### config.mk
export PLATFORM = sky130hd
export DESIGN_NAME = scan_sig_lfsr
export DESIGN_NICKNAME = d
export VERILOG_FILES = /design/src/rtl/sig_lfsr_pkg.sv /design/src/rtl/sig_mode_ctrl.sv /design/src/rtl/sig_next.sv /design/src/rtl/sig_reg.sv /design/src/rtl/scan_sig_lfsr.sv
export SDC_FILE = /design/constraint.sdc
export NUM_CORES = 1
export LEC_CHECK = 0
export BUFFER_PORTS_ARGS = -buffer_cell sky130_fd_sc_hd__clkbuf_2
export CAP_MARGIN = 20
export CORE_MARGIN = 1
export CORE_UTILIZATION = 52
export DETAILED_ROUTE_END_ITERATION = 12
export PLACE_DENSITY_LB_ADDON = 0.08
export SETUP_SLACK_MARGIN = 0.3
export SYNTH_ARGS = -nofsm -noshare
export SYNTH_HDL_FRONTEND = slang
export SYNTH_SLANG_ARGS = --single-unit
### constraint.sdc
create_clock -name clk -period 2.03 [get_ports clk]
set_input_delay 0.203 -clock clk [delete_from_list [all_inputs] [get_ports clk]]
set_output_delay 0.203 -clock clk [all_outputs]
set_load 0.005 [all_outputs]
### src/rtl/sig_lfsr_pkg.sv
// Package: shared types of the scan signature register.
package sig_lfsr_pkg;
    // Operating mode chosen for a cycle.
    typedef enum logic [1:0] {
        MODE_IDLE    = 2'd0,
        MODE_COMPACT = 2'd1,
        MODE_SELECT  = 2'd2
    } sig_mode_t;
endpackage

### src/rtl/sig_mode_ctrl.sv
// Mode controller: holds the compaction enable set and cleared by strobes,
// and decides the mode of the current cycle. Select wins over compaction.
// Assumes strobes are one cycle wide and synchronous to clk.
module sig_mode_ctrl
    import sig_lfsr_pkg::*;
(
    input  logic      clk,
    input  logic      rst_n,
    input  logic      compact_on_i,
    input  logic      compact_off_i,
    input  logic      sel_i,
    output logic      compact_q,
    output sig_mode_t mode
);
    // Compaction enable flag; the off strobe has priority.
    always_ff @(posedge clk) begin
        if (!rst_n)
            compact_q <= 1'b0;
        else if (compact_off_i)
            compact_q <= 1'b0;
        else if (compact_on_i)
            compact_q <= 1'b1;
    end

    // Mode of the current cycle.
    always_comb begin
        if (sel_i)
            mode = MODE_SELECT;
        else if (compact_q)
            mode = MODE_COMPACT;
        else
            mode = MODE_IDLE;
    end
endmodule

### src/rtl/sig_next.sv
// Next-state logic: a plain shift in select mode, or a feedback shift in
// compact mode. The serial bit enters at the MSB. Assumes TAP_MASK marks
// the state bits XORed into the feedback.
module sig_next
    import sig_lfsr_pkg::*;
#(
    parameter int          WIDTH    = 16,
    parameter logic [WIDTH-1:0] TAP_MASK = 16'h0811
) (
    input  logic [WIDTH-1:0] state,
    input  logic             din,
    input  sig_mode_t        mode,
    input  logic             shift_dr,
    output logic [WIDTH-1:0] nxt,
    output logic             load
);
    localparam int LSB_W = WIDTH - 1;

    logic [WIDTH-1:0] tapped;
    logic             fb;

    // Select the tapped bits for the feedback.
    genvar g;
    generate
        for (g = 0; g < WIDTH; g++) begin : g_tap
            assign tapped[g] = state[g] & TAP_MASK[g];
        end
    endgenerate

    // Feedback bit of the compaction polynomial, folded with the input.
    always_comb fb = (^tapped) ^ din;

    // Choose the new value and whether to load it.
    always_comb begin
        load = shift_dr && (mode != MODE_IDLE);
        case (mode)
            MODE_SELECT:  nxt = {din, state[WIDTH-1 -: LSB_W]};
            MODE_COMPACT: nxt = {fb,  state[WIDTH-1 -: LSB_W]};
            default:      nxt = state;
        endcase
    end
endmodule

### src/rtl/sig_reg.sv
// State register of the signature, with a synchronous clear on reset.
module sig_reg #(
    parameter int WIDTH = 16
) (
    input  logic             clk,
    input  logic             rst_n,
    input  logic             load,
    input  logic [WIDTH-1:0] nxt,
    output logic [WIDTH-1:0] q
);
    // Clear on reset, load when enabled, hold otherwise.
    always_ff @(posedge clk) begin
        if (!rst_n)
            q <= '0;
        else if (load)
            q <= nxt;
    end
endmodule

### src/rtl/scan_sig_lfsr.sv
// Top: scan path signature register. In compact mode it observes the
// scan stream during Shift-DR. In select mode it is a plain shift register
// in the chain. Assumes the instruction decoder drives strobes and the select level.
module scan_sig_lfsr
    import sig_lfsr_pkg::*;
#(
    parameter int               WIDTH    = 16,
    parameter logic [WIDTH-1:0] TAP_MASK = 16'h0811
) (
    input  logic             clk,
    input  logic             rst_n,
    input  logic             compact_on_i,
    input  logic             compact_off_i,
    input  logic             sel_i,
    input  logic             shift_dr_i,
    input  logic             scan_bit_i,
    output logic             sig_tdo_o,
    output logic [WIDTH-1:0] sig_o
);
    sig_mode_t        mode;
    logic             compact_q;
    logic             load;
    logic [WIDTH-1:0] nxt;

    sig_mode_ctrl u_mode (
        .clk           (clk),
        .rst_n         (rst_n),
        .compact_on_i  (compact_on_i),
        .compact_off_i (compact_off_i),
        .sel_i         (sel_i),
        .compact_q     (compact_q),
        .mode          (mode)
    );

    sig_next #(.WIDTH(WIDTH), .TAP_MASK(TAP_MASK)) u_next (
        .state    (sig_o),
        .din      (scan_bit_i),
        .mode     (mode),
        .shift_dr (shift_dr_i),
        .nxt      (nxt),
        .load     (load)
    );

    sig_reg #(.WIDTH(WIDTH)) u_reg (
        .clk   (clk),
        .rst_n (rst_n),
        .load  (load),
        .nxt   (nxt),
        .q     (sig_o)
    );

    // Serial output is the register LSB.
    always_comb sig_tdo_o = sig_o[0];
endmodule

==> summary by stage <==
Power
The ratio of total power to cell area is 678 nW/um^2. The worst-case vdd ir drop is between 0.4 and 0.5 mV. Summed over all cells, the static leakage comes to 0.324 nW.

Synthesis
In the synthesized netlist, the cells that appear most often are nand2_1 (30), dfxtp_1 (17), buf_4 (16), a21boi_0 (14). The total nets after synthesis is 98. The number of flops mapped to enable cells by yosys is 0. The post-synthesis average cell area is approximately 8.5 sq um.

After technology mapping, the gate count stands at a little over 90. The synthesized flop and latch total is 17. The synthesized design spends more area on one cell type than any other, namely dfxtp_1. After synthesis the cells add up to around 780 sq um. Among all flip-flop cells after synthesis, the most frequent one is dfxtp_1. Yosys mapped the design onto 16 distinct sky130hd cell types. The share of synthesized area in the top cell type comes to 0.438. In the post-synthesis netlist, the cell with the most instances is nand2_1.

The fraction of the yosys area taken by sequential cells is 0.438. During synthesis, Yosys emitted a total of 0 warnings. In the synthesized netlist the async set-or-reset flop fraction comes to 0. Ranked by total cell area, the synthesized netlist is headed by dfxtp_1 (44%), buf_4 (15%), nand2_1 (14%).

Finish
At the end of the flow the core is filled with cells to 0.601. The final net count is roughly 110. The number of fill cells in the layout is 139. The area added between synthesis and finish is 4.51%. The finished layout holds 115 standard cells, fillers aside.

The fraction of final layout cells with drive strength greater than 1 is 0.290. The number of inserted diodes is 0.

STA
The clock period minus worst slack is approximately 1.3 ns. The final hold violation count is 0. The worst pin sits at a relative slew slack of 0.651. The portion of the clock cycle consumed by the worst path in the final layout is 0.650.

The count of final max-slew check failures is 0. The setup-violating endpoint count in the final report is 0. The final worst slack is approximately 0.7 ns. Setup repair after global routing left no endpoint under its margin.

At the pin with the least slew margin, the transition time is 0.523 ns. Between clock sinks in the finished design, the worst skew comes to approximately 0.006 ns. The top achievable clock speed is about 760 MHz. For the final routed database, the setup TNS stands at 0 ns.

GRT
The total track usage is 0.179. The first-pass GRT wire length is 1860 microns. The maximum number of pins on one net before global-route repair is 18.

The via count of the first global-routing pass is 445. Summed over all layers, the global routing overflow is 0. The initial antenna violation count is 0.

Die
The I/O pin count is 24. The floorplan step set the die width to between 40 and 50 microns. The floorplan row count is 13. The die height is roughly 40 microns. The area enclosed by the die boundary is about 1700 sq um. The initial utilization of the core area, before any placement, comes to 0.576. After floorplanning, the core was sized to cover between 1000 and 1500 sq um.

Clocking
In this run the clock root is driven by a clkbuf_4. The number of levels the H-tree was split into is 1. The number of CTS-inserted buffers is 3. The clock tree from TritonCTS is done. Clock tree synthesis found a total of 17 sinks. The number of buffers inserted to repair setup after CTS is 0. The clock latency on the worst-skew pair is 0.28 ns. After clock tree synthesis, the clock-pin slew on the worst setup and hold paths is approximately 0.10 ns. In this run, post-CTS hold repair placed 0 buffers. The post-cts resize count is 0.

In this run the deepest clock path goes through 2 buffers.

Setup path
The setup slack of the worst register-to-register path is 0.71 ns. The cell count of the worst reg-to-reg path is 3. The worst flop-to-flop path startpoint is u_reg.q[4]$_SDFFE_PN0P_. STA puts the critical path data required time at 2.25 ns. The worst register-to-register path ends at u_reg.q[15]$_SDFFE_PN0P_. The critical path is of the reg -> reg type. The worst setup path is captured at a register. The critical path starts at u_reg.q[4]$_SDFFE_PN0P_. The startpoint kind of the worst setup timing path is a register. The data arrival time at the worst-slack endpoint is 1.54 ns.

The critical-path maximum fanout is 4. The critical path ends at u_reg.q[15]$_SDFFE_PN0P_.

Outcome
The run finished with clean final reports.

Hold path
The min-delay analysis places its worst path in the category in -> reg. The worst hold path passes through 2 cells.

Placement
The number of placed instances, taps included is between 100 and 150. The congestion estimate from routability-driven global placement came to about 0.64. The count of buffers added on input and output ports is 23.

Timing analysis after detailed placement gives a worst setup slack of around 0.71 ns. The post-detailed-placement half-perimeter wirelength is 854 microns.

Run
Max-cap violations in this run came to 0.

Route
The number of design-rule violations left by the first detailed-router iteration is 4. The first detailed-routing pass ran for 4 iterations. The detailed router placed between 500 and 600 vias in this run. Dividing the detail-routed via count by the number of cells gives 4.86.

For this run, design rule violations remaining after detail routing come to 0. The routed wire length is 1200 microns. The routed length per instance is between 10 and 15 microns. The count of nets left with antenna violations once routing finished came out at 0.
[sequential cells by signal, summed over array words and instances (netlist names)]
| register | cells |
|---|---|
| u_reg.q | 16 |
| u_mode.compact_q | 1 |
[cell type report]
type	instances	area [sq um]	share of cell area
Multi-Input combinational cell	55	303	0.373
Sequential cell	17	340	0.419
Tap cell	15	18.8	0.0231
Clock inverter	1	5.00	0.00616
Clock buffer	3	22.5	0.0277
Timing Repair Buffer	24	123	0.151
[worst min-delay path by stage]
stage                              from                             to  slack, ns
final                     compact_off_i  u_mode.compact_q$_SDFFE_PP0P_       0.07
after global routing      compact_off_i  u_mode.compact_q$_SDFFE_PP0P_       0.04
after CTS                 compact_off_i  u_mode.compact_q$_SDFFE_PP0P_       0.06
after detailed placement  compact_off_i  u_mode.compact_q$_SDFFE_PP0P_       0.37
after global placement    compact_off_i  u_mode.compact_q$_SDFFE_PP0P_       0.37
after floorplan           compact_off_i  u_mode.compact_q$_SDFFE_PP0P_       0.28
[stage by stage]
step	cell area (sq um)	total power, mW	hold slack (ns)
4_1_cts	812	0.562	0.0633
3_3_place_gp	785	0.383	0.369
5_1_grt	812	0.585	0.0449
3_5_place_dp	785	0.383	0.373
6_report	812	0.550	0.0677
2_1_floorplan	777	0.371	0.279
[layer usage]
metal  routed length (microns)  up-vias  track usage
met3                        44        2       0.0652
met2                       568       11        0.278
li1                          -      297            -
met5                         0        -            0
met4                        13        0        0.125
met1                       576      249        0.203
[power by group]
part / leakage, nW / internal [mW] / total [mW] / switching [mW]
sequential: 0.137 / 0.337 / 0.340 / 0.00287
clock: 0.0177 / 0.0730 / 0.176 / 0.103
combinational: 0.169 / 0.0146 / 0.0344 / 0.0197
total: 0.324 / 0.424 / 0.550 / 0.126
[critical path: stages, from the launching register on]
cell and delay (ns):
dfxtp_1 0.39, xnor3_1 0.41, or3_1 0.31, a31oi_1 0.15
[cells in the final DEF, fill, tap and decap left out, types with 2 or more instances in the layout]
| cell | instances |
|---|---|
| nand2_1 | 30 |
| clkbuf_2 | 23 |
| dfxtp_1 | 17 |
| a21boi_0 | 14 |
| clkbuf_4 | 3 |
| o21ai_0 | 2 |
[kinds of logic (layout without fill, tap and decap cells)]
logic type,Yosys count,after routing,synth area share
buffers and inverters,19,28,0.172
XOR/XNOR,1,1,0.0290
flip-flops,17,17,0.438
AND/OR/NAND/NOR,34,34,0.179
AO/OA/AOI/OAI,20,20,0.182
Power figures use the tool's default switching activity.
